`config.mk`:
```
export PLATFORM = sky130hd
export DESIGN_NAME = branch_pred
export DESIGN_NICKNAME = d
export VERILOG_FILES = /design/src/rtl/bpu_pkg.sv /design/src/rtl/bpu_btb.sv /design/src/rtl/bpu_ras.sv /design/src/rtl/bpu_select.sv /design/src/rtl/branch_pred.sv
export SDC_FILE = /design/constraint.sdc
export NUM_CORES = 2
export LEC_CHECK = 0
export BUFFER_PORTS_ARGS = -buffer_cell sky130_fd_sc_hd__clkbuf_2
export CAP_MARGIN = 20
export CORE_MARGIN = 3
export CORE_UTILIZATION = 25
export DETAILED_ROUTE_END_ITERATION = 10
export SYNTH_ARGS = -nofsm -noshare
export SYNTH_HDL_FRONTEND = slang
export SYNTH_HIERARCHICAL = 1
export SYNTH_SLANG_ARGS = --single-unit
```
`constraint.sdc`:
```
create_clock -name clk -period 6.6 [get_ports clk]
set_input_delay 0.66 -clock clk [delete_from_list [all_inputs] [get_ports clk]]
set_output_delay 0.66 -clock clk [all_outputs]
set_load 0.01 [all_outputs]
```
`src/rtl/bpu_pkg.sv`:
```
package bpu_pkg;
    localparam int PC_W      = 32;
    localparam int IDX_W     = 4;
    localparam int TAG_W     = 8;
    localparam int RAS_DEPTH = 16;

    typedef enum logic [2:0] {
        K_COND    = 3'd0,
        K_CALL    = 3'd1,
        K_RET     = 3'd2,
        K_IND     = 3'd3,
        K_FARCALL = 3'd4,
        K_IRET    = 3'd5,
        K_SWINT   = 3'd6,
        K_RSVD    = 3'd7
    } kind_t;

    typedef enum logic [1:0] {
        S_NONE   = 2'd0,
        S_BTB    = 2'd1,
        S_STATIC = 2'd2,
        S_RAS    = 2'd3
    } src_t;

    function automatic logic is_far(input logic [2:0] k);
        return k[2];
    endfunction

    function automatic logic [1:0] ctr_step(input logic [1:0] c, input logic up);
        if (up)  return (c == 2'd3) ? c : c + 2'd1;
        else     return (c == 2'd0) ? c : c - 2'd1;
    endfunction
endpackage

```
`src/rtl/bpu_btb.sv`:
```
module bpu_btb
    import bpu_pkg::*;
#(
    parameter int P_W = PC_W,
    parameter int I_W = IDX_W,
    parameter int T_W = TAG_W
) (
    input  logic           clk,
    input  logic           rst,
    input  logic [P_W-1:0] rd_pc,
    output logic           rd_hit,
    output logic [1:0]     rd_ctr,
    output logic [P_W-1:0] rd_tgt,
    input  logic           wr_en,
    input  logic [P_W-1:0] wr_pc,
    input  logic           wr_taken,
    input  logic [P_W-1:0] wr_tgt
);
    localparam int ENTRIES = 1 << I_W;
    localparam int IDX_LO  = 2;
    localparam int TAG_LO  = IDX_LO + I_W;

    logic           valid_q [ENTRIES];
    logic [T_W-1:0] tag_q   [ENTRIES];
    logic [P_W-1:0] tgt_q   [ENTRIES];
    logic [1:0]     ctr_q   [ENTRIES];

    logic [I_W-1:0] ri, wi;
    logic [T_W-1:0] rt, wt;
    logic           wr_hit;

    assign ri = rd_pc[IDX_LO +: I_W];
    assign rt = rd_pc[TAG_LO +: T_W];
    assign wi = wr_pc[IDX_LO +: I_W];
    assign wt = wr_pc[TAG_LO +: T_W];

    assign rd_hit = valid_q[ri] && (tag_q[ri] == rt);
    assign rd_ctr = ctr_q[ri];
    assign rd_tgt = tgt_q[ri];
    assign wr_hit = valid_q[wi] && (tag_q[wi] == wt);

    always_ff @(posedge clk) begin
        if (rst) begin
            for (int e = 0; e < ENTRIES; e++) begin
                valid_q[e] <= 1'b0;
                tag_q[e]   <= '0;
                tgt_q[e]   <= '0;
                ctr_q[e]   <= 2'd0;
            end
        end else if (wr_en) begin
            valid_q[wi] <= 1'b1;
            tag_q[wi]   <= wt;
            tgt_q[wi]   <= wr_tgt;
            if (wr_hit) ctr_q[wi] <= ctr_step(ctr_q[wi], wr_taken);
            else        ctr_q[wi] <= wr_taken ? 2'd2 : 2'd1;
        end
    end
endmodule

```
`src/rtl/bpu_ras.sv`:
```
module bpu_ras
    import bpu_pkg::*;
#(
    parameter int P_W   = PC_W,
    parameter int DEPTH = RAS_DEPTH
) (
    input  logic           clk,
    input  logic           rst,
    input  logic           push,
    input  logic [P_W-1:0] push_addr,
    input  logic           pop,
    output logic [P_W-1:0] top_addr,
    output logic           empty
);
    localparam int PTR_W = (DEPTH > 1) ? $clog2(DEPTH) : 1;
    localparam int CNT_W = $clog2(DEPTH + 1);
    localparam logic [PTR_W-1:0] LAST = PTR_W'(DEPTH - 1);
    localparam logic [CNT_W-1:0] FULL = CNT_W'(DEPTH);

    logic [P_W-1:0]   stk_q [DEPTH];
    logic [PTR_W-1:0] top_q, top_inc, top_dec;
    logic [CNT_W-1:0] cnt_q;

    assign top_inc  = (top_q == LAST) ? '0 : top_q + 1'b1;
    assign top_dec  = (top_q == '0) ? LAST : top_q - 1'b1;
    assign top_addr = stk_q[top_q];
    assign empty    = (cnt_q == '0);

    always_ff @(posedge clk) begin
        if (rst) begin
            top_q <= LAST;
            cnt_q <= '0;
            for (int e = 0; e < DEPTH; e++) stk_q[e] <= '0;
        end else if (push) begin
            stk_q[top_inc] <= push_addr;
            top_q          <= top_inc;
            if (cnt_q != FULL) cnt_q <= cnt_q + 1'b1;
        end else if (pop && !empty) begin
            top_q <= top_dec;
            cnt_q <= cnt_q - 1'b1;
        end
    end
endmodule

```
`src/rtl/bpu_select.sv`:
```
module bpu_select
    import bpu_pkg::*;
#(
    parameter int P_W = PC_W
) (
    input  logic           req,
    input  logic [2:0]     kind,
    input  logic           backward,
    input  logic [P_W-1:0] static_tgt,
    input  logic           btb_hit,
    input  logic [1:0]     btb_ctr,
    input  logic [P_W-1:0] btb_tgt,
    input  logic           ras_empty,
    input  logic [P_W-1:0] ras_top,
    output logic           valid,
    output logic           taken,
    output logic [P_W-1:0] target,
    output src_t           src,
    output logic           push,
    output logic           pop
);
    always_comb begin
        valid  = 1'b0;
        taken  = 1'b0;
        target = '0;
        src    = S_NONE;
        push   = 1'b0;
        pop    = 1'b0;
        if (req && !is_far(kind)) begin
            case (kind_t'(kind))
                K_COND: begin
                    valid = 1'b1;
                    if (btb_hit) begin
                        taken  = btb_ctr[1];
                        target = btb_tgt;
                        src    = S_BTB;
                    end else begin
                        taken  = backward;
                        target = static_tgt;
                        src    = S_STATIC;
                    end
                end
                K_CALL, K_IND: begin
                    valid  = 1'b1;
                    taken  = 1'b1;
                    target = btb_hit ? btb_tgt : static_tgt;
                    src    = btb_hit ? S_BTB : S_STATIC;
                    push   = (kind_t'(kind) == K_CALL);
                end
                K_RET: begin
                    if (!ras_empty) begin
                        valid  = 1'b1;
                        taken  = 1'b1;
                        target = ras_top;
                        src    = S_RAS;
                        pop    = 1'b1;
                    end
                end
                default: ;
            endcase
        end
    end
endmodule

```
`src/rtl/branch_pred.sv`:
```
module branch_pred
    import bpu_pkg::*;
(
    input  logic        clk,
    input  logic        rst,
    input  logic        lk_valid,
    input  logic [31:0] lk_pc,
    input  logic [2:0]  lk_kind,
    input  logic        lk_backward,
    input  logic [31:0] lk_static_tgt,
    input  logic [31:0] lk_fallthru,
    input  logic        upd_valid,
    input  logic [31:0] upd_pc,
    input  logic        upd_taken,
    input  logic [31:0] upd_target,
    output logic        pr_valid,
    output logic        pr_taken,
    output logic [31:0] pr_target,
    output logic [1:0]  pr_src
);
    logic        btb_hit;
    logic [1:0]  btb_ctr;
    logic [31:0] btb_tgt;
    logic        ras_empty;
    logic [31:0] ras_top;
    logic        do_push, do_pop;
    src_t        src_w;

    bpu_btb #(.P_W(PC_W), .I_W(IDX_W), .T_W(TAG_W)) u_btb (
        .clk(clk), .rst(rst),
        .rd_pc(lk_pc), .rd_hit(btb_hit), .rd_ctr(btb_ctr), .rd_tgt(btb_tgt),
        .wr_en(upd_valid), .wr_pc(upd_pc), .wr_taken(upd_taken), .wr_tgt(upd_target)
    );

    bpu_ras #(.P_W(PC_W), .DEPTH(RAS_DEPTH)) u_ras (
        .clk(clk), .rst(rst),
        .push(do_push), .push_addr(lk_fallthru), .pop(do_pop),
        .top_addr(ras_top), .empty(ras_empty)
    );

    bpu_select #(.P_W(PC_W)) u_sel (
        .req(lk_valid), .kind(lk_kind), .backward(lk_backward),
        .static_tgt(lk_static_tgt),
        .btb_hit(btb_hit), .btb_ctr(btb_ctr), .btb_tgt(btb_tgt),
        .ras_empty(ras_empty), .ras_top(ras_top),
        .valid(pr_valid), .taken(pr_taken), .target(pr_target), .src(src_w),
        .push(do_push), .pop(do_pop)
    );

    assign pr_src = src_w;
endmodule

```
### After elaboration in Yosys (flattened, before gate mapping)

Memory sizes are Yosys's and may differ from the RTL's. A register that Yosys moved wholly into a read port is not among the register bits.
Cells that the tools add are included.

* bitwise gates (word level): 1
* reduce and logical (&&, ||, !) cells: 19
* eq/ne operators: 9
* add/sub/neg operators: 6
* multiplexer cells: 66

Operators with widths (count)
* 32-bit two-way mux: 5
* 32-bit one-hot mux with 2 select lines: 1
* 32-bit OR reduction: 2
* 4-bit two-way mux: 11
* 1-bit two-way mux: 30
* 2-bit two-way mux: 12
* 8-bit equality test: 2
* 5-bit two-way mux: 3
* 8-bit two-way mux: 1
* 8-bit OR reduction: 1
* 3-bit by 2-bit equality test with 1-bit output (second input constant): 2
* 5-bit by 1-bit adder with 5-bit output (second input constant): 1
* 5-bit logical NOT: 1
* 5-bit != test (second input constant): 1
* 5-bit by 1-bit subtractor with 5-bit output (second input constant): 1
* 4-bit by 1-bit adder with 4-bit output (second input constant): 1
* 4-bit equality test (second input constant): 1
* 1-bit logical AND: 4
* 4-bit logical NOT: 1
* 2-bit one-hot mux with 2 select lines: 1
* 2-bit OR reduction: 2
* 4-bit by 1-bit subtractor with 4-bit output (second input constant): 1
* 3-bit by 1-bit equality test with 1-bit output (second input constant): 1
* 3-bit logical NOT: 1
* 13 further kinds: 14

* input bits: 169
* memories kept: 5
* word-level logic and storage cells: 108
* register bits: 9
* output and inout port bits: 36
* memory bits (writable): 1200

Memory list
* u_btb.tgt_q: depth 16, bits a word 32, rd ports 1, clocked after Yosys merged registers in 0, wr ports 16, line bpu_btb.sv:25 `logic [P_W-1:0] tgt_q [ENTRIES];`
* u_ras.stk_q: depth 16, bits a word 32, rd ports 1, clocked after Yosys merged registers in 1, wr ports 16, line bpu_ras.sv:20 `logic [P_W-1:0] stk_q [DEPTH];`
* u_btb.tag_q: depth 16, bits a word 8, rd ports 2, clocked after Yosys merged registers in 0, wr ports 16, line bpu_btb.sv:24 `logic [T_W-1:0] tag_q [ENTRIES];`
* u_btb.ctr_q: depth 16, bits a word 2, rd ports 2, clocked after Yosys merged registers in 0, wr ports 16, line bpu_btb.sv:26 `logic [1:0] ctr_q [ENTRIES];`
* u_btb.valid_q: depth 16, bits a word 1, rd ports 2, clocked after Yosys merged registers in 0, wr ports 16, line bpu_btb.sv:23 `logic valid_q [ENTRIES];`

### Logic depth before layout (Yosys ltp)

An unclocked memory read counts as a cell.

* depth after elaboration: 10
* gate-level depth with buffers: 13
* gate-level depth less buffers: 9

### Hierarchy

Netlist, hierarchy kept.

By module, submodules not included
* bpu_btb: seq. area each 20499.7 um2, times used 1, cells each 2028, area an instance 32723.9 um2
* bpu_ras: seq. area each 15635.0 um2, times used 1, cells each 1624, area an instance 22840.7 um2
* bpu_select: seq. area each 0.0 um2, times used 1, cells each 90, area an instance 812.0 um2

### Least setup slack after synthesis

No wires, ideal clock.

* kind: in2reg
* from: in lk_kind[2]
* to: mem u_ras/stk_q[11][0] (netlist name), enable pin
* slack: 2.343 ns
* buffers on the path: 1
* library setup time: 0.466 ns
* cell stages on the path: 6
* required time: 6.134 ns
* arrival time: 3.791 ns
* path through: nand2b_4 -> nor3b_1 -> nor2b_1 -> buf_2 -> nand2_1 -> o21ai_0

RTL lines
* start: declaration: line branch_pred.sv:8 `input logic [2:0] lk_kind,`
* end: declaration: line bpu_ras.sv:20

==> results.ini <==
[outcome]
outcome = finished clean

[cts]
post-cts-setup-buffers = 0
cts_buffer_depth = 3
cts_root_buffer = clkbuf_16
numClockSinks = 1213
htree_levels = 4
clk_latency_ps = 770
cts_hold_buffers = 0
clk_transition_reported_paths_ps = 60
cts_tree = done
cts_resized = 0
cts-buffers-inserted = 131

[detailed_routing]
wl_per_cell_um = 25.6
wl_mm = 175
via_per_inst = 4.98
ant_nets = 0
dr.first_iter.drc_count = 3832
drtPass1Iterations = 5
drc = 0
vias = 33900

[timing]
fmax_mhz = 188
setup_viol = 0
slew_headroom_pct = 21.1
hold_violations = 0
fin_worst_skew_ps = 38.2
rsz0062_at_grt = no
slew_viol_final = 0
fin_setup_tns_ps = 0
fin_crit_ps = 5320
fin_hold_ws_ps = 269
post-route-period-util_pct = 80.7
worst_pin_slew_ps = 1180
fin_ws_ps = 1280

[worst_setup_path]
critPathBufInv = 2
rrSetupSlack_ps = 2980
cp-start-kind = register
max_stage_delay_ps = 620
critPathRequiredTime_ps = 5940
crit_family = multiplexers
reg2reg_from = u_ras/top_q[0]
rr_worst_depth = 7
cp_slowest_cell = and3_2
path_common_cell = mux4_2
reg2reg_to = u_ras/stk_q[15][8]
worst-endpoint-arrival_ps = 4660
crit_fanout = 24
path_class = register to primary output
path_cells = mux4_2, mux4_2, xor2_1, nor4_1, and3_2, buf_4, mux2i_1, o2bb2ai_1, clkbuf_2
crit_path_end_kind = primary output

[place]
pre_cts_ws_ps = 1310
hpwlAfterDp_mm = 100
gp_congestion = 0.802
place_area_sq_um = 60100
io_buffers = 164

[die]
die_h_um = 480
start_util_pct = 25.2
dieArea_sq_um = 231000
rows = 173
core-area_sq_um = 223000
die_width_um = 480
io_pins = 205

[global_routing]
grt_pass1_vias = 34900
grt_max_degree = 121
antenna_found_initial = 40
grt_pass1_wl_mm = 248
track_usage_pct = 14.8
grt.overflow.total = 0

[power]
ir_drop_mv = 0.239
powerDensity_nw_per_um2 = 271
power_leakage_nw = 23.5

[synthesis]
syn_nets = 3916
synth_warnings = 6
synth.avg_cell_area_sq_um = 15.1
synthCells = 3737
netlist_area_sq_um = 56300

[finish]
fin_area_sq_um = 64300
area_delta_synth_final_pct = 14.3
drive_gt1_share_pct = 22.8
final_util_pct = 28.8
final_nets = 3907
num-fill-cells = 22300

[min_path]
hold_end = u_ras/cnt_q[2]
hp-start = rst
min_path_cells = 2
min_path_type = primary input to register

[run]
maxCapViolCount = 0

routing by layer:
metal  track usage (%)  share of wire [%]  vias up
li1                  -                  -    14400
met1              17.1                 36    17700
met2              26.0                 51     1434
met3              3.33                7.7      367
met4              6.85                4.5       28
met5                 0               0.11        -
power by group:
group	leakage (nW)	switching, mW	internal (mW)
registers	12.0	0.116	8.80
clock network	1.98	3.09	4.02
logic	9.56	0.918	0.492
final cells by class:
class | instances | area, sq um | share of cell area [%]
Tap cell | 2975 | 3720 | 5.79
Clock buffer | 168 | 3510 | 5.46
Antenna cell | 19 | 47.5 | 0.0739
Timing Repair Buffer | 242 | 1560 | 2.43
Multi-Input combinational cell | 2111 | 18600 | 29.0
Sequential cell | 1213 | 36100 | 56.2
Clock inverter | 62 | 586 | 0.910
Inverter | 29 | 109 | 0.169
sequential cells by signal (all words and copies together), names as in the netlist, named ones only:
name           count
u_btb/tgt_q      512
u_ras/stk_q      512
u_btb/tag_q      128
u_btb/ctr_q       32
u_btb/valid_q     16
u_ras/cnt_q        5
u_ras/top_q        4
per-stage QoR:
step | power (mW) | cells
final | 17.4 | 6819
after global placement | 10.5 | 6565
after floorplan | 9.88 | 3737
after CTS | 17.6 | 6797
after global routing | 17.9 | 6807
after detailed placement | 10.5 | 6567
how the worst max path moves through the flow:
stage                     cells after the start               start                 end
after global placement                       10            lk_pc[2]       pr_target[27]
after global routing                          9  u_btb/tag_q[15][5]       pr_target[27]
final                                         9  u_btb/tag_q[15][5]       pr_target[27]
after detailed placement                     10            lk_pc[2]       pr_target[27]
after CTS                                     9  u_btb/tag_q[15][5]       pr_target[27]
after floorplan                               6          lk_kind[2]  u_ras/stk_q[11][0]
layout by cell type, fill, tap and decap left out, types with 17 or more instances in the layout:
cell and count:
a22oi_1 69, and3_1 609, buf_4 71, clkbuf_1 32, clkbuf_16 135, clkbuf_2 160
clkinv_1 35, dfxtp_1 27, diode_2 19, edfxtp_1 1184, inv_1 28, mux2i_1 44
mux4_2 376, nand2_1 193, nand2b_4 18, nor2_1 558, o21ai_0 20, o21ai_4 17
o2bb2ai_1 29
No activity file was read; power rests on OpenSTA's default activity.
